`src/rtl/wavfmt_pkg.sv`:
```
package wavfmt_pkg;
  localparam int HDR_BYTES   = 44;
  localparam int PATCH_BYTES = 8;
  localparam int RIFF_EXTRA  = 36;
  localparam int SIZE_W      = 32;

  typedef enum logic [2:0] {
    ST_IDLE  = 3'd0,
    ST_HDR   = 3'd1,
    ST_STRM  = 3'd2,
    ST_PATCH = 3'd3,
    ST_DRAIN = 3'd4
  } fmt_state_e;

  // Header offset touched by the k-th patch write
  function automatic logic [5:0] patch_offset(input logic [2:0] k);
    if (k < 3'd4) return 6'd4 + {3'd0, k};
    else          return 6'd36 + {3'd0, k};
  endfunction
endpackage

```
`src/rtl/wav_hdr_gen.sv`:
```
module wav_hdr_gen #(
  parameter int SAMPLE_RATE = 8000
) (
  input  logic [5:0]  idx,
  input  logic [31:0] data_size,
  output logic [7:0]  hbyte
);
  import wavfmt_pkg::*;

  localparam logic [31:0] SR = 32'(SAMPLE_RATE);

  logic [31:0] riff_size;
  assign riff_size = data_size + 32'(RIFF_EXTRA);

  always_comb begin
    case (idx)
      6'd0:  hbyte = 8'h52;
      6'd1:  hbyte = 8'h49;
      6'd2:  hbyte = 8'h46;
      6'd3:  hbyte = 8'h46;
      6'd4:  hbyte = riff_size[7:0];
      6'd5:  hbyte = riff_size[15:8];
      6'd6:  hbyte = riff_size[23:16];
      6'd7:  hbyte = riff_size[31:24];
      6'd8:  hbyte = 8'h57;
      6'd9:  hbyte = 8'h41;
      6'd10: hbyte = 8'h56;
      6'd11: hbyte = 8'h45;
      6'd12: hbyte = 8'h66;
      6'd13: hbyte = 8'h6d;
      6'd14: hbyte = 8'h74;
      6'd15: hbyte = 8'h20;
      6'd16: hbyte = 8'd16;
      6'd20: hbyte = 8'd1;
      6'd22: hbyte = 8'd1;
      6'd24: hbyte = SR[7:0];
      6'd25: hbyte = SR[15:8];
      6'd26: hbyte = SR[23:16];
      6'd27: hbyte = SR[31:24];
      6'd28: hbyte = SR[7:0];
      6'd29: hbyte = SR[15:8];
      6'd30: hbyte = SR[23:16];
      6'd31: hbyte = SR[31:24];
      6'd32: hbyte = 8'd1;
      6'd34: hbyte = 8'd8;
      6'd36: hbyte = 8'h64;
      6'd37: hbyte = 8'h61;
      6'd38: hbyte = 8'h74;
      6'd39: hbyte = 8'h61;
      6'd40: hbyte = data_size[7:0];
      6'd41: hbyte = data_size[15:8];
      6'd42: hbyte = data_size[23:16];
      6'd43: hbyte = data_size[31:24];
      default: hbyte = 8'h00;
    endcase
  end
endmodule

```
`src/rtl/wav_len_counter.sv`:
```
module wav_len_counter #(
  parameter int W = 32
) (
  input  logic         clk,
  input  logic         rst,
  input  logic         clr,
  input  logic         inc,
  output logic [W-1:0] cnt
);
  always_ff @(posedge clk) begin
    if (rst || clr) cnt <= '0;
    else if (inc)   cnt <= cnt + 1'b1;
  end

  AST_CNT_STEP: assert property (@(posedge clk) disable iff (rst)
    (inc && !clr) |=> (cnt == $past(cnt) + 1'b1));
endmodule

```
`src/rtl/wav_out_slot.sv`:
```
module wav_out_slot #(
  parameter int ADDR_W = 32
) (
  input  logic              clk,
  input  logic              rst,
  input  logic              load,
  input  logic [ADDR_W-1:0] ld_addr,
  input  logic [7:0]        ld_data,
  input  logic              w_ready,
  output logic              w_valid,
  output logic [ADDR_W-1:0] w_addr,
  output logic [7:0]        w_data,
  output logic              free
);
  assign free = !w_valid || w_ready;

  always_ff @(posedge clk) begin
    if (rst) begin
      w_valid <= 1'b0;
      w_addr  <= '0;
      w_data  <= '0;
    end else if (load) begin
      w_valid <= 1'b1;
      w_addr  <= ld_addr;
      w_data  <= ld_data;
    end else if (w_ready) begin
      w_valid <= 1'b0;
    end
  end

  AST_HOLD_STALL: assert property (@(posedge clk) disable iff (rst)
    (w_valid && !w_ready) |=> (w_valid && $stable(w_addr) && $stable(w_data)));
endmodule

```
`src/rtl/wav_stream_fmt.sv`:
```
module wav_stream_fmt #(
  parameter int ADDR_W      = 32,
  parameter int SAMPLE_RATE = 8000
) (
  input  logic              clk,
  input  logic              rst,
  input  logic              start,
  input  logic              stop,
  input  logic              s_valid,
  input  logic [7:0]        s_data,
  output logic              s_ready,
  output logic              w_valid,
  output logic [ADDR_W-1:0] w_addr,
  output logic [7:0]        w_data,
  input  logic              w_ready,
  output logic              done
);
  import wavfmt_pkg::*;

  localparam logic [5:0] LAST_HDR = 6'(HDR_BYTES - 1);
  localparam logic [2:0] LAST_PAT = 3'(PATCH_BYTES - 1);

  fmt_state_e        state;
  logic [5:0]        hdr_idx;
  logic [2:0]        pat_k;
  logic              stop_pend;
  logic [SIZE_W-1:0] count;
  logic              free;
  logic              take;
  logic              cnt_clr;
  logic              load;
  logic [ADDR_W-1:0] ld_addr;
  logic [7:0]        ld_data;
  logic [5:0]        gen_idx;
  logic [31:0]       gen_size;
  logic [7:0]        gen_byte;
  logic [31:0]       smp_addr;

  assign s_ready  = (state == ST_STRM) && !stop_pend && free;
  assign take     = s_valid && s_ready;
  assign cnt_clr  = (state == ST_IDLE) && start;
  assign smp_addr = 32'(HDR_BYTES) + count;

  // Patch pass reads the header generator with the final count
  always_comb begin
    if (state == ST_PATCH) begin
      gen_idx  = patch_offset(pat_k);
      gen_size = count;
    end else begin
      gen_idx  = hdr_idx;
      gen_size = '0;
    end
  end

  always_comb begin
    load    = 1'b0;
    ld_addr = '0;
    ld_data = gen_byte;
    case (state)
      ST_HDR: begin
        load    = free;
        ld_addr = ADDR_W'(hdr_idx);
      end
      ST_STRM: begin
        load    = take;
        ld_addr = ADDR_W'(smp_addr);
        ld_data = s_data;
      end
      ST_PATCH: begin
        load    = free;
        ld_addr = ADDR_W'(gen_idx);
      end
      default: ;
    endcase
  end

  always_ff @(posedge clk) begin
    if (rst) begin
      state     <= ST_IDLE;
      hdr_idx   <= '0;
      pat_k     <= '0;
      stop_pend <= 1'b0;
      done      <= 1'b0;
    end else begin
      done <= 1'b0;
      if ((state == ST_HDR || state == ST_STRM) && stop) stop_pend <= 1'b1;
      case (state)
        ST_IDLE: begin
          if (start) begin
            state     <= ST_HDR;
            hdr_idx   <= '0;
            stop_pend <= 1'b0;
          end
        end
        ST_HDR: begin
          if (free) begin
            if (hdr_idx == LAST_HDR) state <= ST_STRM;
            else                     hdr_idx <= hdr_idx + 1'b1;
          end
        end
        ST_STRM: begin
          if (stop_pend) begin
            state <= ST_PATCH;
            pat_k <= '0;
          end
        end
        ST_PATCH: begin
          if (free) begin
            if (pat_k == LAST_PAT) state <= ST_DRAIN;
            else                   pat_k <= pat_k + 1'b1;
          end
        end
        ST_DRAIN: begin
          if (w_valid && w_ready) begin
            state <= ST_IDLE;
            done  <= 1'b1;
          end
        end
        default: state <= ST_IDLE;
      endcase
    end
  end

  wav_hdr_gen #(.SAMPLE_RATE(SAMPLE_RATE)) u_hdr (
    .idx       (gen_idx),
    .data_size (gen_size),
    .hbyte     (gen_byte)
  );

  wav_len_counter #(.W(SIZE_W)) u_cnt (
    .clk (clk),
    .rst (rst),
    .clr (cnt_clr),
    .inc (take),
    .cnt (count)
  );

  wav_out_slot #(.ADDR_W(ADDR_W)) u_slot (
    .clk     (clk),
    .rst     (rst),
    .load    (load),
    .ld_addr (ld_addr),
    .ld_data (ld_data),
    .w_ready (w_ready),
    .w_valid (w_valid),
    .w_addr  (w_addr),
    .w_data  (w_data),
    .free    (free)
  );

  AST_NO_READ_STALL: assert property (@(posedge clk) disable iff (rst)
    (w_valid && !w_ready) |-> !s_ready);
  AST_SAMPLE_PASS: assert property (@(posedge clk) disable iff (rst)
    (s_valid && s_ready) |=> (w_valid && w_data == $past(s_data)));
  AST_DONE_ONE: assert property (@(posedge clk) disable iff (rst)
    done |=> !done);
  AST_DONE_AFTER_XFER: assert property (@(posedge clk) disable iff (rst)
    $rose(done) |-> $past(w_valid && w_ready));
endmodule

```
`config.mk`:
```
export PLATFORM = sky130hd
export DESIGN_NAME = wav_stream_fmt
export DESIGN_NICKNAME = d
export VERILOG_FILES = /design/src/rtl/wavfmt_pkg.sv /design/src/rtl/wav_hdr_gen.sv /design/src/rtl/wav_len_counter.sv /design/src/rtl/wav_out_slot.sv /design/src/rtl/wav_stream_fmt.sv
export SDC_FILE = /design/constraint.sdc
export NUM_CORES = 1
export LEC_CHECK = 0
export BUFFER_PORTS_ARGS = -buffer_cell sky130_fd_sc_hd__buf_2
export CORE_UTILIZATION = 55
export CTS_CLUSTER_DIAMETER = 60
export DETAILED_ROUTE_END_ITERATION = 6
export GPL_TIMING_DRIVEN = 0
export MAX_ROUTING_LAYER = met4
export PLACE_DENSITY_LB_ADDON = 0.3
export SKIP_CTS_REPAIR_TIMING = 1
export SLEW_MARGIN = 20
export SYNTH_ARGS = -nofsm -noshare
export SYNTH_HDL_FRONTEND = slang
export SYNTH_SLANG_ARGS = --single-unit
```
`constraint.sdc`:
```
create_clock -name clk -period 3.5 [get_ports clk]
set_input_delay 0.525 -clock clk [delete_from_list [all_inputs] [get_ports clk]]
set_output_delay 0.525 -clock clk [all_outputs]
set_load 0.01 [all_outputs]
```
==> out/results.tsv, run 1 <==
metric	value	unit
crit_arrival	3.58	ns
initial_core_util	57.54	%
area_delta_synth_final	11.30	%
grt_max_degree	17	
clkLatencyLatePin	0.39	ns
post-dp-hpwl	17200	um
fin_ws	0.2022	ns
yosysUniqueCellTypes	74	
clkTransAtPathRegs	0.10	ns
synth-seq-cells	87	
rr_startpoint	state[2]	
irDropWorstVdd	0.0003715	V
chipHeight	106.9	um
finalCritPeriodShare	94.22	%
fmax	303.2	MHz
ys_top_cells_by_area	dfxtp_1, xnor2_1, nor2_1	
drt_wl_total	22990	um
antenna_found_initial	0	
grt_use_total	42.34	%
worst_pin_slew	1.081	ns
min_path_type	in2reg	
cp_top_family	simple AND/OR/NAND/NOR gates	
timing.max_slew.rel_slack	27.50	%
syn_inst	797	
core_area	10510	sq um
finalSetupViolCount	0	
overflow	0	
drive_gt1_share	14.58	%
fin_worst_skew	0.01043	ns
cellLeakagePower	2.361	nW
synth_warnings	0	
diodes	0	
final_cell_mix	nor2_1, dfxtp_1, nand2_1	
period_minus_slack	3.298	ns
cts_max_level	3	
vias	6767	
postRouteAntennaNets	0	
cts-root-buf	clkbuf_8	
grt_pass1_vias	6348	
rsz0062_at_grt	no	
path_class	reg2reg	
synth_area	6047	sq um
ys_seq_area_share	28.80	%
crit_chain	buf_2 > and3b_2 > buf_8 > nand2_1 > inv_1 > ha_1 > a21oi_2 > or4_4 > o311ai_1 > o41ai_1 > or3_1 > o32a_1	
cts_tree	done	
end_kind	flop	
min-delay-start	w_ready	
routed_via_density	6.720	
routabilityCongestion	1.012	
startpoint	state[2]	
status	finished clean	
synth_top_area_share	28.80	%
synthFlopType	dfxtp_1	
yosys.area.top_type	dfxtp_1	
fillers	947	
cts.sinks	87	
slowest_stage	or4_4	
synth_edf_count	0	
powerDensity	430.0	nW/um^2
fin_nets	887	
final_common_cell	nor2_1	
pin_count	57	
die-area	11420	sq um
cp.required	3.79	ns
async_reset_ff_share	0	%
cap_violations	0	
synth_nets	818	
numCtsBuffers	9	
place_ws	-0.3019	ns
io_buffers	56	
fin_util	64.04	%
syn_avg_cell_area	7.587	sq um
cpPeakStageDelay	0.49	ns
wl_per_cell	22.83	um
hold_viol_final	0	
cts_buffer_depth	2	
fp.dieW	106.9	um
crit_fanout	19	
post-route-drc-count	0	
first_pass_iters	5	
startpoint_type	flop	
timing.critical_path.buf_inv	3	
slew_violations	0	
drt_iter0_drc	932	
row_count	37	
grt_pass1_wl	35310	um
-- where the power goes --
group / switching [W] / internal [W]
clock network: 0.000428 / 0.000287
registers: 0.0000583 / 0.00106
logic: 0.000717 / 0.000342
-- flip-flops by register name, summed over array words and instances, names as in the netlist --
signal / cells
state: 3
u_slot.w_valid: 1
pat_k: 3
hdr_idx: 6
u_slot.w_addr: 32
stop_pend: 1
u_cnt.cnt: 32
u_slot.w_data: 8
done: 1
-- cells by family after synthesis --
| kind of cell | share of synthesized area, % |
|---|---|
| multiplexers | 3.890 |
| flip-flops | 28.80 |
| AND/OR/NAND/NOR | 30.81 |
| adder cells (fa/ha/maj) | 1.614 |
| AO/OA/AOI/OAI | 17.75 |
| XOR/XNOR | 11.44 |
| buffers and inverters | 5.690 |
-- synthesized netlist by cell type, drive strengths merged, types with 6 or more instances --
cell    instances
nor2b          10
nor3           32
inv             8
buf            24
mux2i          10
nand2b         12
nand4          19
o21ai          25
ha              7
nor2           95
or3            17
a22oi           8
nand3          43
dfxtp          87
xnor2          43
a211oi         10
xor2           36
mux2            6
and3            8
and4            6
nand2          72
o22ai           6
clkbuf         51
a31oi          10
nor4           12
a21oi          56
-- worst register-to-register path, stage by stage, from the launching register on --
cell,delay (ns)
dfxtp_1,0.30
buf_2,0.16
and3b_2,0.35
buf_8,0.22
nand2_1,0.16
inv_1,0.09
ha_1,0.27
a21oi_2,0.14
or4_4,0.49
o311ai_1,0.25
o41ai_1,0.11
or3_1,0.32
o32a_1,0.33
-- final timing paths --
path,to,slack (ns),cells past startpoint
worst max register to register,u_slot.w_data[6],0.20,12
worst max-delay path,u_slot.w_data[6],0.20,12
worst min register to register,u_slot.w_addr[17],0.47,2
worst min-delay path,done,0.40,3
-- metal layers --
| layer | vias to the layer above | global-route usage (%) | wire (um) |
|---|---|---|---|
| met3 | 95 | 8.207 | 2657 |
| met1 | 3172 | 56.52 | 9427 |
| li1 | 2994 | - | - |
| met2 | 506 | 60.37 | 9682 |
| met5 | - | - | 0 |
| met4 | 0 | 22.41 | 1225 |
-- stage by stage --
step / hold WS [ns] / TNS (ns) / instance area (sq um) / cells / total power, W
after floorplan: 0.4776 / 0 / 6047 / 797 / 0.001802
after global placement: 0.4500 / -2.695 / 6497 / 989 / 0.002115
after detailed placement: 0.4574 / -0.5044 / 6509 / 990 / 0.002141
after CTS: 0.3976 / -0.5336 / 6698 / 1006 / 0.002835
after global routing: 0.4086 / 0 / 6730 / 1007 / 0.002997
final: 0.4030 / 0 / 6730 / 1007 / 0.002894
-- area by class of cell --
type / count / area (sq um) / area share (%)
clock inverter: 6 / 51.30 / 0.7622
clock buffer: 10 / 137.6 / 2.045
inverter: 9 / 33.78 / 0.5020
buffer: 74 / 316.6 / 4.703
tap: 136 / 170.2 / 2.528
sequential: 87 / 1742 / 25.88
timing repair buffer: 59 / 300.3 / 4.462
multi-input combinational: 626 / 3979 / 59.12
(Power assumes the default switching activity.)
==> inputs of run 2 (changes only) <==
--- a/config.mk
+++ b/config.mk
@@ -7,11 +7,11 @@
 export LEC_CHECK = 0
 export BUFFER_PORTS_ARGS = -buffer_cell sky130_fd_sc_hd__buf_2
 export CORE_UTILIZATION = 55
-export CTS_CLUSTER_DIAMETER = 60
 export DETAILED_ROUTE_END_ITERATION = 6
 export GPL_TIMING_DRIVEN = 0
 export MAX_ROUTING_LAYER = met4
 export PLACE_DENSITY_LB_ADDON = 0.3
+export RECOVER_POWER = 100
 export SKIP_CTS_REPAIR_TIMING = 1
 export SLEW_MARGIN = 20
 export SYNTH_ARGS = -nofsm -noshare
==> run 2 against run 1 <==
Critical path depth decreased by 4; clock power about the same; global-route usage unchanged; combinational power about the same; non-clock buffer count unchanged; design area decreased by 1.7%; worst setup slack got worse by 0.10 ns; highest routed layer unchanged; wire length increased by 0.20%; flip-flop and latch count unchanged; power decreased by 0.70%; maximum frequency decreased by 3.0%; die area unchanged.
==> out/results.tsv, run 2 (synthesized netlist as in run 1, its figures left out) <==
metric	value	unit	change
cts_max_level	3		unchanged
reg_top3	u_cnt.cnt: 32 flops, u_slot.w_addr: 32 flops, u_slot.w_data: 8 flops		
cp.required	3.76	ns	-0.03 ns
status	finished clean		
timing.max_slew.rel_slack	10.56	%	-17 points
rsz0062_at_grt	no		
drt_wl_total	23040	um	+0.20%
vias	6817		+0.74%
row_count	37		unchanged
finalCritPeriodShare	97.16	%	+2.9 points
r2r-end	u_cnt.cnt[21]		
hold_viol_final	0		unchanged
chipHeight	106.9	um	unchanged
hold_ws	0.3987	ns	-0.004331 ns
grt_use_total	42.34	%	unchanged
startpoint	state[2]		
routed_via_density	6.770		+0.74%
grt_max_degree	17		unchanged
powerDensity	434.2	nW/um^2	+0.97%
initial_core_util	57.54	%	unchanged
io_buffers	56		unchanged
area_delta_synth_final	9.456	%	
die-area	11420	sq um	unchanged
fin_worst_skew	0.01218	ns	+0.001756 ns
crit_arrival	3.66	ns	+0.08 ns
cts.sinks	87		unchanged
final_common_cell	clkbuf_1		
fp.dieW	106.9	um	unchanged
routabilityCongestion	1.012		unchanged
drt_iter0_drc	1010		+8.4%
drive_gt1_share	8.611	%	-6.0 points
irDropWorstVdd	0.0003685	V	-0.80%
ff2ff_setup_slack	0.1	ns	-0.10 ns
cts_tree	done		
crit_fanout	10		-9
rr_startpoint	state[2]		
post-dp-hpwl	17200	um	unchanged
fin_nets	887		unchanged
numCtsBuffers	9		unchanged
fmax	294.1	MHz	-3.0%
fillers	987		+4.2%
worst_pin_slew	1.338	ns	+0.2572 ns
place_ws	-0.3019	ns	unchanged
register_area	1742	sq um	unchanged
postRouteAntennaNets	0		unchanged
cts_buffer_depth	2		unchanged
path_class	reg2reg		
cap_violations	0		unchanged
end_kind	flop		
rr_worst_depth	8		-4
cts-root-buf	clkbuf_8		
overflow	0		unchanged
clkTransAtPathRegs	0.10	ns	about the same
multi_input_area	3926	sq um	-1.3%
finalSetupViolCount	0		unchanged
final_cell_mix	clkbuf_1, nor2_1, dfxtp_1		
wl_per_cell	22.88	um	+0.20%
cellLeakagePower	2.136	nW	-9.5%
pin_count	57		unchanged
period_minus_slack	3.401	ns	+0.1029 ns
min_path_type	in2reg		
p_total	0.002874	W	-0.70%
slew_violations	0		unchanged
diodes	0		unchanged
startpoint_type	flop		
post-route-drc-count	0		unchanged
fin_ws	0.09932	ns	-0.1029 ns
first_pass_iters	6		+1
core_area	10510	sq um	unchanged
critPathCapture	u_cnt.cnt[21]		
grt_pass1_vias	6348		unchanged
clkLatencyLatePin	0.39	ns	about the same
antenna_found_initial	0		unchanged
grt_pass1_wl	35310	um	unchanged
run 2: changes by cell type in the layout (fill, tap and decap cells not counted), moves of 3 or more:
cell      before  now
clkbuf_1      50   96
buf_2         66   21
nor3_1        29   32
nor3_2         3    0
run 2: worst min path at each step:
stage / start / to / slack, ns / depth (start not counted)
floorplan: u_cnt.cnt[1] / u_cnt.cnt[1] / 0.48 / 2
detailed placement: u_slot.w_addr[6] / u_slot.w_addr[6] / 0.46 / 2
global route: w_ready / done / 0.41 / 3
finish: w_ready / done / 0.40 / 3
CTS: w_ready / done / 0.40 / 3
global placement: u_slot.w_addr[7] / u_slot.w_addr[7] / 0.45 / 2
run 2: per-layer routing:
metal / global-route usage, % / share of wire, %
met5: - / 0
met1: 56.52 / 42
met3: 8.207 / 11
met2: 60.37 / 42
met4: 22.41 / 5.4
run 2: through the flow:
| stage | cell area [sq um] | setup TNS [ns] | util, % | std cells |
|---|---|---|---|---|
| 3_3_place_gp | 6497 | -2.695 | 61.83 | 989 |
| 2_1_floorplan | 6047 | 0 | - | 797 |
| 5_1_grt | 6619 | 0 | 62.98 | 1007 |
| 3_5_place_dp | 6509 | -0.5044 | 61.94 | 990 |
| 4_1_cts | 6698 | -0.5336 | 63.73 | 1006 |
| 6_report | 6619 | 0 | 62.98 | 1007 |
run 2: critical path, stage by stage, from the launching register on:
cell	delay, ns
dfxtp_1	0.30
buf_2	0.16
or3b_1	0.43
nor4b_2	1.09
nand4b_1	0.49
clkbuf_1	0.33
nor3_1	0.26
xnor2_1	0.16
nor2_1	0.05
run 2: layout make-up:
cell class / instances / area share, %
tap: 136 / 2.571
multi-input combinational: 626 / 59.32
inverter: 9 / 0.5104
clock inverter: 6 / 0.7750
buffer: 74 / 4.764
clock buffer: 10 / 2.079
sequential: 87 / 26.31
timing repair buffer: 59 / 3.667
run 2: power by group:
group / internal (W) / switching (W)
clock: 0.000288 / 0.000430
sequential: 0.00106 / 0.0000597
combinational: 0.000320 / 0.000714
total: 0.00167 / 0.00120
